### config.mk
export PLATFORM = sky130hd
export DESIGN_NAME = pcm_serial_port
export DESIGN_NICKNAME = d
export VERILOG_FILES = /design/src/rtl/pcm_port_pkg.sv /design/src/rtl/pcm_sync_chain.sv /design/src/rtl/pcm_frame_ctrl.sv /design/src/rtl/pcm_tx_path.sv /design/src/rtl/pcm_rx_path.sv /design/src/rtl/pcm_serial_port.sv
export SDC_FILE = /design/constraint.sdc
export NUM_CORES = 1
export LEC_CHECK = 0
export ABC_AREA = 1
export BUFFER_PORTS_ARGS = -buffer_cell sky130_fd_sc_hd__buf_4
export CAP_MARGIN = 30
export CORE_MARGIN = 10
export CORE_UTILIZATION = 40
export DETAILED_ROUTE_END_ITERATION = 10
export PLACE_DENSITY = 0.67
export SKIP_LAST_GASP = 1
export SLEW_MARGIN = 20
export SYNTH_ARGS = -nofsm -noshare
export SYNTH_HDL_FRONTEND = slang
export SYNTH_SLANG_ARGS = --single-unit
### constraint.sdc
create_clock -name clk -period 1.7 [get_ports clk]
set_input_delay 0.17 -clock clk [delete_from_list [all_inputs] [get_ports clk]]
set_output_delay 0.17 -clock clk [all_outputs]
set_load 0.03 [all_outputs]
### src/rtl/pcm_port_pkg.sv
package pcm_port_pkg;
   typedef enum logic {
      FRM_SHORT = 1'b0,
      FRM_LONG  = 1'b1
   } frm_mode_e;
endpackage

### src/rtl/pcm_sync_chain.sv
module pcm_sync_chain #(
   parameter int WIDTH  = 1,
   parameter int STAGES = 2
) (
   input  logic             clk,
   input  logic             rst_n,
   input  logic [WIDTH-1:0] d,
   output logic [WIDTH-1:0] q
);
   localparam int CHAIN_W = WIDTH * STAGES;

   generate
      if (STAGES < 2) begin : g_bad_stages
         $error("pcm_sync_chain: STAGES must be at least 2");
      end
      if (WIDTH < 1) begin : g_bad_width
         $error("pcm_sync_chain: WIDTH must be at least 1");
      end
   endgenerate

   logic [CHAIN_W-1:0] chain_q;

   always_ff @(posedge clk or negedge rst_n) begin
      if (!rst_n) chain_q <= '0;
      else        chain_q <= {chain_q[CHAIN_W-WIDTH-1:0], d};
   end

   assign q = chain_q[CHAIN_W-1 -: WIDTH];
endmodule

### src/rtl/pcm_frame_ctrl.sv
module pcm_frame_ctrl
   import pcm_port_pkg::*;
#(
   parameter int WCNT_W       = 4,
   parameter int GUARD_FRAMES = 2
) (
   input  logic clk,
   input  logic rst_n,
   input  logic pwrdn,
   input  logic bclk_fall,
   input  logic fs_lvl,
   output logic tx_start,
   output logic rx_start,
   output logic long_act
);
   localparam int GUARD_W = (GUARD_FRAMES < 1) ? 1 : $clog2(GUARD_FRAMES + 1);

   generate
      if (WCNT_W < 2) begin : g_bad_wcnt
         $error("pcm_frame_ctrl: WCNT_W must be at least 2");
      end
   endgenerate

   logic              fs_at_fall_q;
   logic [WCNT_W-1:0] wcnt_q;
   frm_mode_e         mode_next_q, mode_act_q;
   logic [GUARD_W-1:0] guard_q;
   logic              start_raw;

   assign start_raw = bclk_fall && fs_lvl && !fs_at_fall_q;

   always_ff @(posedge clk or negedge rst_n) begin
      if (!rst_n) begin
         fs_at_fall_q <= 1'b0;
         wcnt_q       <= '0;
         mode_next_q  <= FRM_SHORT;
      end else if (bclk_fall) begin
         fs_at_fall_q <= fs_lvl;
         if (fs_lvl) begin
            if (!fs_at_fall_q)  wcnt_q <= WCNT_W'(1);
            else if (!(&wcnt_q)) wcnt_q <= wcnt_q + 1'b1;
         end else if (fs_at_fall_q) begin
            mode_next_q <= (wcnt_q > WCNT_W'(1)) ? FRM_LONG : FRM_SHORT;
         end
      end
   end

   always_ff @(posedge clk or negedge rst_n) begin
      if (!rst_n) begin
         mode_act_q <= FRM_SHORT;
         guard_q    <= '0;
      end else if (pwrdn) begin
         guard_q <= GUARD_W'(GUARD_FRAMES);
      end else if (start_raw) begin
         mode_act_q <= mode_next_q;
         if (guard_q != '0) guard_q <= guard_q - 1'b1;
      end
   end

   assign rx_start = start_raw && !pwrdn;
   assign tx_start = rx_start && (guard_q == '0);
   assign long_act = (mode_act_q == FRM_LONG);

   // no frame begins while powered down
   p_no_start_pwrdn_r6: assert property (@(posedge clk) disable iff (!rst_n)
      pwrdn |-> !rx_start);
   // the first frame after power-down never starts transmission
   p_guard_first_frame_r7: assert property (@(posedge clk) disable iff (!rst_n)
      $fell(pwrdn) |-> !tx_start);
endmodule

### src/rtl/pcm_tx_path.sv
module pcm_tx_path #(
   parameter int WORD_W = 8,
   parameter int PER_W  = 8
) (
   input  logic              clk,
   input  logic              rst_n,
   input  logic              pwrdn,
   input  logic              bclk_rise,
   input  logic              fs_fall,
   input  logic              tx_start,
   input  logic              long_act,
   input  logic [WORD_W-1:0] tx_byte,
   output logic              sdout,
   output logic              sdout_oe
);
   localparam int IDX_W = $clog2(WORD_W + 1);

   generate
      if (WORD_W < 2) begin : g_bad_word
         $error("pcm_tx_path: WORD_W must be at least 2");
      end
      if (PER_W < 3) begin : g_bad_per
         $error("pcm_tx_path: PER_W must be at least 3");
      end
   endgenerate

   logic [PER_W-1:0]  since_q, per_q, half_q, half_init;
   logic [WORD_W-1:0] sh_q;
   logic [IDX_W-1:0]  idx_q;
   logic              go_q, run_q, sd_q, oe_q, cut;

   // bit period measured between bit-clock rises
   always_ff @(posedge clk or negedge rst_n) begin
      if (!rst_n) begin
         since_q <= '0;
         per_q   <= '0;
      end else if (bclk_rise) begin
         per_q   <= (&since_q) ? since_q : since_q + 1'b1;
         since_q <= '0;
      end else if (!(&since_q)) begin
         since_q <= since_q + 1'b1;
      end
   end

   assign half_init = ((per_q >> 1) == '0) ? PER_W'(1) : (per_q >> 1);
   assign cut       = long_act && fs_fall && (go_q || run_q);

   always_ff @(posedge clk or negedge rst_n) begin
      if (!rst_n) begin
         sh_q   <= '0;
         idx_q  <= '0;
         go_q   <= 1'b0;
         run_q  <= 1'b0;
         half_q <= '0;
         sd_q   <= 1'b0;
         oe_q   <= 1'b0;
      end else if (pwrdn || cut) begin
         go_q  <= 1'b0;
         run_q <= 1'b0;
         oe_q  <= 1'b0;
      end else if (tx_start) begin
         sh_q  <= tx_byte;
         idx_q <= '0;
         go_q  <= 1'b1;
         run_q <= 1'b0;
         oe_q  <= 1'b0;
      end else if (bclk_rise && go_q) begin
         sd_q  <= sh_q[WORD_W-1];
         sh_q  <= {sh_q[WORD_W-2:0], 1'b0};
         oe_q  <= 1'b1;
         idx_q <= idx_q + 1'b1;
         if (idx_q == IDX_W'(WORD_W - 1)) begin
            go_q   <= 1'b0;
            run_q  <= 1'b1;
            half_q <= half_init;
         end
      end else if (run_q) begin
         if (half_q <= PER_W'(1)) begin
            oe_q  <= 1'b0;
            run_q <= 1'b0;
         end else begin
            half_q <= half_q - 1'b1;
         end
      end
   end

   assign sdout    = sd_q;
   assign sdout_oe = oe_q;

   // the driver only turns on at a bit-clock rise
   p_oe_on_at_rise_r2: assert property (@(posedge clk) disable iff (!rst_n)
      $rose(sdout_oe) |-> $past(bclk_rise));
   // a sync drop in long framing releases the line on the next cycle
   p_long_cut_r4: assert property (@(posedge clk) disable iff (!rst_n)
      (long_act && fs_fall && (go_q || run_q)) |=> !sdout_oe);
   // power-down forces the driver off
   p_pwrdn_quiet_r6: assert property (@(posedge clk) disable iff (!rst_n)
      pwrdn |=> !sdout_oe);
endmodule

### src/rtl/pcm_rx_path.sv
module pcm_rx_path #(
   parameter int WORD_W = 8
) (
   input  logic              clk,
   input  logic              rst_n,
   input  logic              pwrdn,
   input  logic              bclk_fall,
   input  logic              rx_start,
   input  logic              sd_lvl,
   output logic [WORD_W-1:0] rx_byte,
   output logic              rx_valid
);
   localparam int IDX_W = $clog2(WORD_W + 1);

   logic [WORD_W-1:0] sh_q, byte_q;
   logic [IDX_W-1:0]  idx_q;
   logic              on_q, vld_q;

   always_ff @(posedge clk or negedge rst_n) begin
      if (!rst_n) begin
         sh_q   <= '0;
         byte_q <= '0;
         idx_q  <= '0;
         on_q   <= 1'b0;
         vld_q  <= 1'b0;
      end else begin
         vld_q <= 1'b0;
         if (pwrdn) begin
            on_q <= 1'b0;
         end else if (rx_start) begin
            on_q  <= 1'b1;
            idx_q <= '0;
         end else if (bclk_fall && on_q) begin
            sh_q  <= {sh_q[WORD_W-2:0], sd_lvl};
            idx_q <= idx_q + 1'b1;
            if (idx_q == IDX_W'(WORD_W - 1)) begin
               byte_q <= {sh_q[WORD_W-2:0], sd_lvl};
               vld_q  <= 1'b1;
               on_q   <= 1'b0;
            end
         end
      end
   end

   assign rx_byte  = byte_q;
   assign rx_valid = vld_q;

   // the strobe lasts a single cycle
   p_valid_single_r5: assert property (@(posedge clk) disable iff (!rst_n)
      rx_valid |=> !rx_valid);
   // the strobe follows a sampling fall
   p_valid_after_fall_r5: assert property (@(posedge clk) disable iff (!rst_n)
      rx_valid |-> $past(bclk_fall));
endmodule

### src/rtl/pcm_serial_port.sv
module pcm_serial_port #(
   parameter int WORD_W       = 8,
   parameter int SYNC_STAGES  = 2,
   parameter int PER_W        = 8,
   parameter int WCNT_W       = 4,
   parameter int GUARD_FRAMES = 2
) (
   input  logic              clk,
   input  logic              rst_n,
   input  logic              pwrdn,
   input  logic              bclk,
   input  logic              fsync,
   input  logic              sdin,
   input  logic [WORD_W-1:0] tx_byte,
   output logic              sdout,
   output logic              sdout_oe,
   output logic [WORD_W-1:0] rx_byte,
   output logic              rx_valid
);
   logic [2:0] syn;
   logic [1:0] prv_q;
   logic       bclk_rise, bclk_fall, fs_fall;
   logic       tx_start, rx_start, long_act;

   pcm_sync_chain #(.WIDTH(3), .STAGES(SYNC_STAGES)) u_sync (
      .clk(clk), .rst_n(rst_n), .d({sdin, fsync, bclk}), .q(syn));

   always_ff @(posedge clk or negedge rst_n) begin
      if (!rst_n) prv_q <= '0;
      else        prv_q <= syn[1:0];
   end

   assign bclk_rise = syn[0] && !prv_q[0];
   assign bclk_fall = !syn[0] && prv_q[0];
   assign fs_fall   = !syn[1] && prv_q[1];

   pcm_frame_ctrl #(.WCNT_W(WCNT_W), .GUARD_FRAMES(GUARD_FRAMES)) u_frame (
      .clk(clk), .rst_n(rst_n), .pwrdn(pwrdn), .bclk_fall(bclk_fall),
      .fs_lvl(syn[1]), .tx_start(tx_start), .rx_start(rx_start),
      .long_act(long_act));

   pcm_tx_path #(.WORD_W(WORD_W), .PER_W(PER_W)) u_tx (
      .clk(clk), .rst_n(rst_n), .pwrdn(pwrdn), .bclk_rise(bclk_rise),
      .fs_fall(fs_fall), .tx_start(tx_start), .long_act(long_act),
      .tx_byte(tx_byte), .sdout(sdout), .sdout_oe(sdout_oe));

   pcm_rx_path #(.WORD_W(WORD_W)) u_rx (
      .clk(clk), .rst_n(rst_n), .pwrdn(pwrdn), .bclk_fall(bclk_fall),
      .rx_start(rx_start), .sd_lvl(syn[2]), .rx_byte(rx_byte),
      .rx_valid(rx_valid));

   // the framing choice only changes when a frame starts
   p_mode_moves_on_start_r1: assert property (@(posedge clk) disable iff (!rst_n)
      !$stable(long_act) |-> $past(rx_start));
   // the driver never turns on during power-down
   p_no_drive_pwrdn_r6: assert property (@(posedge clk) disable iff (!rst_n)
      $rose(sdout_oe) |-> !pwrdn);
endmodule

==> run metrics, run 1 <==
Fmax=643 MHz; status=finished, final reports clean; Clock Path Buffers=2; met3 routed WL=346 um; largest area contributor in the netlist=dfrtp_1; YS warnings=0; crit path capture type=flip-flop; Mapped Area=3630 um2; top cell type's share of synthesized area=53.0%; Seq cells post-synth=77; # nets final=510; Top Metal Used=met4; dpl hpwl=5.27 mm; critical path data arrival time=1.85 ns; drt drc=0; Mean Syn Cell Area=8.29 um2; largest net degree at the start of global routing=36; Worst Min Path Start=pwrdn; Slew Limit Fails=0; post-synth cell types=27; Fin Setup TNS=0 ns; switch share=29.2%; final setup fails=0; Buffers on Ports=24; layout cells sized above 1=15.9%; Net Count, Synth=461; # diodes=0; CTS tree=done; max-cap viol count=0; Sw Pwr=1120 uW; Reg power frac=54.2%; DRT Pass-1 Iters=4; RR Endpoint=u_tx.half_q[2]; Setup CP Type=reg2reg; CTS buffer count=9; number of placed I/O pins=25; Max transition margin=69.6%; power density over the cells=886 nW/um2; Die H=115 um; DR WL/cell=12.2 um; Worst-Skew Late Latency=0.36 ns; Routed Antenna Nets=0; Min-Delay Endpoint=u_frame.guard_q[1]; register area share after synthesis=53.0%; Vias per Instance=4.85; initial core utilization=41.4%; P_int=2710 uW; gr usage total=11.7%; final hold violation count=0; GR Overflow Total=0; final worst setup slack=0.146 ns; total core area=8760 um2; DR iter-0 viols=129; Clk network pwr share=36.1%; asr flop ratio synth=100%; first-pass GRT wire length=13.0 mm; clock root buffer master=clkbuf_8; number of global-route vias before repair=2959; crit share post-route=91.4%; Post-Route Utilization=49.2%; worst min path class=in2reg; worst hold slack=0.0690 ns; Clock Skews=0.0124 ns; FP Rows=34; fillcell total=855; GPL Wtd Cong=0.841; Layout Area Growth over Synthesis=18.7%; met2 wire length=3.49 mm; Mapped Cells=438; measured slew at the worst slew-check pin=0.455 ns; Worst EP required=2.00 ns; Pleak=0.00220 uW; crit path launch type=flip-flop; critical path peak fanout=8; clk sink count=77; Hold Path Stages=3; DIE AREA=13300 um2; Clock Pin Slew Worst Setup and Hold Paths=0.09 ns; top cells by area, synth=dfrtp_1 53%, nand2_1 14%, inv_1 5.5%; Most used DFF post-synth=dfrtp_1; unrepaired setup endpoints after global routing=yes; Post-synth EDFFs=0; Die Span X=115 um; Vias=2912; WL met1=3.39 mm; Post-Route WL=7.32 mm; initial antenna violation count=0; peak supply drop=546 uV; Place WS=-0.0437 ns; post-route minimum period=1.55 ns; r2r worst-path depth=9; combinational power share=9.7%; Crit Reg-Reg Startpoint=u_tx.half_q[0]; CTS H-tree lvls=3; R2R Setup Slk=0.15 ns
## synth_stat cells, types with 6 or more instances
cell,n
or2_2,7
o21ai_0,39
nand3_1,32
ha_1,9
dfrtp_1,77
nor3_1,6
a21oi_1,9
a31oi_1,6
xor2_1,6
inv_1,53
nor2_1,30
nand2_1,138
## worst max path at each step
| stage | cells past startpoint | slack [ns] | from | to |
|---|---|---|---|---|
| 3_3_place_gp | 9 | 0.05 | u_tx.half_q[0] | u_tx.half_q[2] |
| 2_1_floorplan | 8 | 0.25 | u_tx.half_q[0] | u_tx.half_q[0] |
| 4_1_cts | 9 | 0.07 | u_tx.half_q[0] | u_tx.half_q[2] |
| 5_1_grt | 6 | -0.03 | u_sync.chain_q[3] | u_rx.sh_q[0] |
| 6_report | 9 | 0.15 | u_tx.half_q[0] | u_tx.half_q[2] |
| 3_5_place_dp | 8 | -0.04 | u_sync.chain_q[3] | u_tx.idx_q[3] |
## stage by stage
step	instance area, um2	cells	power, uW
2_1_floorplan	3630	438	2320
3_3_place_gp	4010	576	2450
3_5_place_dp	4010	576	2470
4_1_cts	4260	596	3880
5_1_grt	4310	600	4030
6_report	4310	600	3820
## layout by cell type (no fill, tap or decap), types with 2 or more instances in the layout
master	n
nand2_1	138
xor2_1	6
inv_1	52
inv_8	3
inv_6	2
dlygate4sd3_1	4
buf_4	38
nor2_4	2
inv_2	3
or2_2	7
dfrtp_1	76
nor2_1	29
nand3_2	5
nor3_1	5
o21a_1	2
nand4_1	4
a21oi_1	9
clkbuf_8	9
xnor2_1	2
ha_1	9
a31oi_1	6
nand3_1	30
o21ai_0	39
## state kept, by name (all words and copies together) (netlist names), 2 cells and up
register	cells
u_frame.guard_q	2
u_tx.idx_q	4
u_rx.rx_byte	8
u_rx.sh_q	7
u_tx.per_q	7
u_frame.wcnt_q	4
u_tx.half_q	8
u_tx.since_q	8
prv_q	2
u_sync.chain_q	6
u_rx.idx_q	4
u_tx.sh_q	8
## cell type report
type                       instances  area, um2  share of cell area (%)
sequential                        77       1930                    44.7
timing repair buffer              43        345                    8.01
multi-input combinational        301       1500                    34.7
clock buffer                       9        124                    2.87
tap                              108        135                    3.13
clock inverter                     7       75.1                    1.74
inverter                          55        206                    4.79
## critical path, stage by stage (launching register included)
cell and delay, ns:
dfrtp_2 0.42, inv_2 0.07, ha_1 0.21, nor2_1 0.09, nor2_1 0.06, nand3_1 0.12, nand3_2 0.12, nor2_4 0.24
nand2_1 0.09, nand2_1 0.07
## timing repair
item                                    in CTS  in global routing
cloned                                       0                  1
pin swaps                                    0                  3
resized for setup                            2                  6
endpoints found under the setup margin      12                 14
setup buffers                                0                  3
hold buffers                                 4                  0
endpoints found under the hold margin       56                  0
## kinds of logic (layout without fill, tap and decap cells)
kind of cell	count (synthesis)	in the layout	synth area share [%]
AO/OA/AOI/OAI	59	59	8.96
XOR/XNOR	8	8	1.93
adder cells (fa/ha/maj)	9	9	3.10
buffers and inverters	61	114	6.82
flip-flops	77	77	53.0
AND/OR/NAND/NOR	224	225	26.1
## power groups by stage
stage | Combinational [uW] | Sequential [uW] | Clock (uW)
final | 369 | 2070 | 1380
after CTS | 375 | 2070 | 1430
after global placement | 346 | 2100 | 0
after floorplan | 238 | 2080 | 0
after detailed placement | 363 | 2110 | 0
after global routing | 431 | 2100 | 1500
## routing by layer
metal / vias up / track usage (%)
li1: 1497 / -
met1: 1362 / 14.5
met2: 42 / 18.7
met3: 11 / 4.32
met4: 0 / 3.14
met5: - / 0
Power figures use the tool's default switching activity.
==> run 2, diff against run 1 <==
- clock period: 1.7 -> 1.67 ns (I/O delays scaled with it)
==> run 2 against run 1 <==
Against the previous run: clock-buffer cell count increased by 1; non-clock buffer count unchanged; utilization increased by 0.29 points; critical path depth decreased by 2; via count decreased by 0.27%; clock skew decreased by 0.0041 ns; first-iteration DRC count increased by 5.4%.
==> run metrics, run 2 (synthesis gave the netlist of run 1 again) <==
status=finished, final reports clean; Worst-Skew Late Latency=0.35 ns; Max transition margin=65.8%; max-cap viol count=0; clock root buffer master=clkbuf_8; DR WL/cell=12.2 um; layout cells sized above 1=15.5%; critical path data arrival time=1.80 ns; crit path cell chain=ha_1, nand2_1, nor2_1, nand2_1, inv_1, nand2_1, a21oi_1; GR Overflow Total=0; gr usage total=11.4%; clk sink count=77; largest net degree at the start of global routing=38; Vias per Instance=4.85; worst min path class=in2reg; Layout Area Growth over Synthesis=19.4%; Die H=115 um; Clock Path Buffers=2; crit path launch type=flip-flop; DRT Pass-1 Iters=4; FP Rows=34; DR iter-0 viols=136; # diodes=0; Die Span X=115 um; CTS buffer count=9; Critical-path top delay cell=dfrtp_1; Buffers on Ports=24; unrepaired setup endpoints after global routing=yes; total core area=8760 um2; CTS tree=done; final setup fails=0; worst hold slack=0.0827 ns; Fmax=652 MHz; commonest cells after routing, fill and taps aside=137 x nand2_1, 77 x dfrtp_1, 52 x inv_1; Critical Path Max Stage Delay=0.39 ns; crit share post-route=91.9%; initial antenna violation count=0; crit path capture type=flip-flop; final hold violation count=0; Pleak=0.00221 uW; GPL Wtd Cong=0.826; DIE AREA=13300 um2; Final Cell Area=4340 um2; number of global-route vias before repair=2811; critical path peak fanout=8; post-route minimum period=1.53 ns; placed insts=576; final cell count without fillers=599; CTS H-tree lvls=3; Post-Route WL=7.29 mm; final worst setup slack=0.136 ns; Setup CP Type=reg2reg; Slew Limit Fails=0; Clock Pin Slew Worst Setup and Hold Paths=0.08 ns; dpl hpwl=5.14 mm; R2R Setup Slk=0.14 ns; Post-DP Area=4020 um2; Worst EP required=1.94 ns; Routed Antenna Nets=0; Vias=2904; Clock Skews=0.00835 ns; measured slew at the worst slew-check pin=0.513 ns; power density over the cells=909 nW/um2; Top cell by count, worst path=nand2_1; # nets final=509; drt drc=0; Place WS=0.00428 ns; peak supply drop=582 uV; Post-Route Utilization=49.5%; commonest non-fill, non-tap cell in the layout=nand2_1; first-pass GRT wire length=12.7 mm; initial core utilization=41.4%; number of placed I/O pins=25
[run 2: cell count changes in the layout (fill, tap and decap cells not counted), sizes merged]
cell / previous run / this run
clkinvlp: 1 / 2
nand3: 36 / 35
inv: 60 / 56
clkbuf: 9 / 10
bufinv: 0 / 1
clkinv: 1 / 2
[run 2: worst paths after layout]
| check | startpoint | to | cells after the start |
|---|---|---|---|
| max | u_tx.since_q[0] | u_tx.since_q[1] | 7 |
| min in group asynchronous | rst_n | u_tx.sh_q[6] | 2 |
| min reg2reg | u_sync.chain_q[2] | u_sync.chain_q[5] | 0 |
| max in group asynchronous | rst_n | u_tx.per_q[2] | 3 |
| min | tx_byte[0] | u_tx.sh_q[0] | 3 |
| max reg2reg | u_tx.since_q[0] | u_tx.since_q[1] | 7 |
[run 2: repair_timing]
item                       4_1_cts  5_1_grt
hold buffers                     4        0
setup endpoints to repair        2       30
resized for setup                0       11
setup buffers                    1        2
pin swaps                        1        3
hold endpoints to repair        38        0
[run 2: per-stage QoR]
stage	power, uW	setup TNS (ns)
3_5_place_dp	2520	0
3_3_place_gp	2500	0
4_1_cts	3990	0
5_1_grt	4160	-0.0176
2_1_floorplan	2360	0
6_report	3940	0
[run 2: report_power, final]
| group | total [uW] | internal, uW | switching (uW) |
|---|---|---|---|
| clock network | 1440 | 741 | 701 |
| logic | 387 | 165 | 222 |
| registers | 2110 | 2000 | 107 |
[run 2: critical path, delay by kind of cell, from the launching register on]
kind            cells  cell delay (ns)
compound gates      1             0.14
simple gates        4             0.61
fa+ha+maj           1             0.20
flops               1             0.39
buf+inv             1             0.12
[run 2: cell type report]
class                           count  area (um2)
Timing Repair Buffer               43         362
Fill cell                         839        4430
Clock buffer                       10         138
Multi-Input combinational cell    300        1500
Tap cell                          108         135
Sequential cell                    77        1930
Inverter                           55         209
Clock inverter                      6        71.3
[run 2: layer usage]
layer | routed length (um) | global-route usage [%]
met1 | 3470 | 14.7
met2 | 3490 | 17.8
met3 | 258 | 3.39
met4 | 63 | 3.88
met5 | 0 | 0
==> run 3, diff against run 2 <==
- CTS_BUF_LIST: unset -> sky130_fd_sc_hd__clkbuf_4
==> run 3 against run 2 <==
Against the previous run: cell count grew 0.33%; clock power shrank 22%; critical path depth is the same; fmax shrank 0.61%; via count grew 0.90%; clock-buffer cell count shrank 1; first-iteration DRC count grew 6.6%; critical endpoint unchanged; largest cell class unchanged.
==> run metrics, run 3 (synthesis gave the netlist of run 1 again) <==
status=finished, final reports clean; commonest non-fill, non-tap cell in the layout=nand2_1; Layout Area Growth over Synthesis=18.1%; Slew Limit Fails=0; FP Rows=34; CTS tree=done; crit path capture type=flip-flop; initial core utilization=41.4%; fillcell total=845; area occupied by multi-input gates=1500 um2; worst min path class=in2reg; clk sink count=77; Worst EP required=2.02 ns; Buffers on Ports=24; CTS H-tree lvls=3; DR iter-0 viols=145; gr usage total=11.5%; Die Span X=115 um; peak supply drop=564 uV; critical path data arrival time=1.90 ns; total core area=8760 um2; critical path peak fanout=8; dpl hpwl=5.14 mm; # diodes=0; Post-Route WL=7.24 mm; Vias=2930; crit path launch type=flip-flop; CTS buffer count=9; Clock Path Buffers=2; post-route minimum period=1.54 ns; GR Overflow Total=0; measured slew at the worst slew-check pin=0.505 ns; commonest cells after routing, fill and taps aside=137 x nand2_1, 77 x dfrtp_1, 52 x inv_1; first-pass GRT wire length=12.7 mm; Clock Pin Slew Worst Setup and Hold Paths=0.13 ns; initial antenna violation count=0; # nets final=511; number of global-route vias before repair=2844; worst hold slack=0.0423 ns; drt drc=0; layout cells sized above 1=15.2%; Setup CP Type=reg2reg; Worst-Skew Late Latency=0.42 ns; Sequential Area=1930 um2; unrepaired setup endpoints after global routing=yes; final setup fails=0; DRT Pass-1 Iters=4; DIE AREA=13300 um2; Clock Skews=0.0166 ns; crit share post-route=92.4%; clock root buffer master=clkbuf_4; GPL Wtd Cong=0.826; largest net degree at the start of global routing=38; number of placed I/O pins=25; Die H=115 um; Pleak=0.00219 uW; DR WL/cell=12.0 um; Vias per Instance=4.88; Max transition margin=66.3%; max-cap viol count=0; Fmax=648 MHz; power density over the cells=844 nW/um2; Routed Antenna Nets=0; final hold violation count=0; Post-Route Utilization=49.0%
-- run 3: changes by cell type in the layout (fill, tap and decap cells not counted), sizes merged --
cell         change
clkbuf           -1
dlygate4sd3      +2
clkinv           +1
-- run 3: worst paths after layout --
kind / end / from / slack, ns / cells after the start
max: u_tx.since_q[1] / u_tx.since_q[0] / 0.13 / 7
min in group asynchronous: u_tx.sh_q[6] / rst_n / 0.25 / 2
max reg2reg: u_tx.since_q[1] / u_tx.since_q[0] / 0.13 / 7
min: u_tx.sh_q[4] / tx_byte[4] / 0.04 / 4
max in group asynchronous: u_tx.per_q[2] / rst_n / 0.91 / 3
min reg2reg: u_sync.chain_q[5] / u_sync.chain_q[2] / 0.37 / 0
-- run 3: area by class of cell --
cell class / instances / area share, %
multi-input cells: 300 / 34.8
clock buffers: 9 / 1.57
clock inverters: 7 / 1.75
well taps: 108 / 3.15
inverters: 55 / 4.87
flip-flops and latches: 77 / 44.9
repair buffers: 45 / 8.89
-- run 3: power by group --
part	internal, uW	switching (uW)	total [uW]	leakage, uW
logic	168	223	391	0.00110
clock network	461	659	1120	0.0000702
registers	2000	106	2110	0.00102
-- run 3: repair_timing --
item,in CTS,in global routing
pin swaps,1,4
gates resized for setup,0,11
hold buffers,6,0
setup buffers,1,2
endpoints found under the setup margin,4,31
hold endpoints to repair,40,0
-- run 3: critical path: stages, from the launching register on --
cell,delay [ns]
dfrtp_1,0.41
ha_1,0.20
nand2_1,0.11
nor2_1,0.21
nand2_1,0.22
inv_1,0.12
nand2_1,0.07
a21oi_1,0.14
-- run 3: metrics by stage --
stage	cell area, um2	setup slack, ns	total power (uW)	TNS, ns	std cells
after floorplan	3630	0.224	2360	0	438
after global placement	4020	0.0323	2500	0	576
after detailed placement	4020	0.00428	2520	0	576
after CTS	4230	0.0195	3670	0	599
after global routing	4290	-0.0177	3850	-0.0313	601
final	4290	0.126	3620	0	601
-- run 3: layer usage --
metal	part of all wire [%]	vias up	track usage (%)	wire [um]
li1	-	1499	-	-
met3	3.8	10	2.76	273
met4	1.4	0	5.12	104
met1	47	1380	14.7	3380
met2	48	41	18.0	3480
met5	0	-	0	0
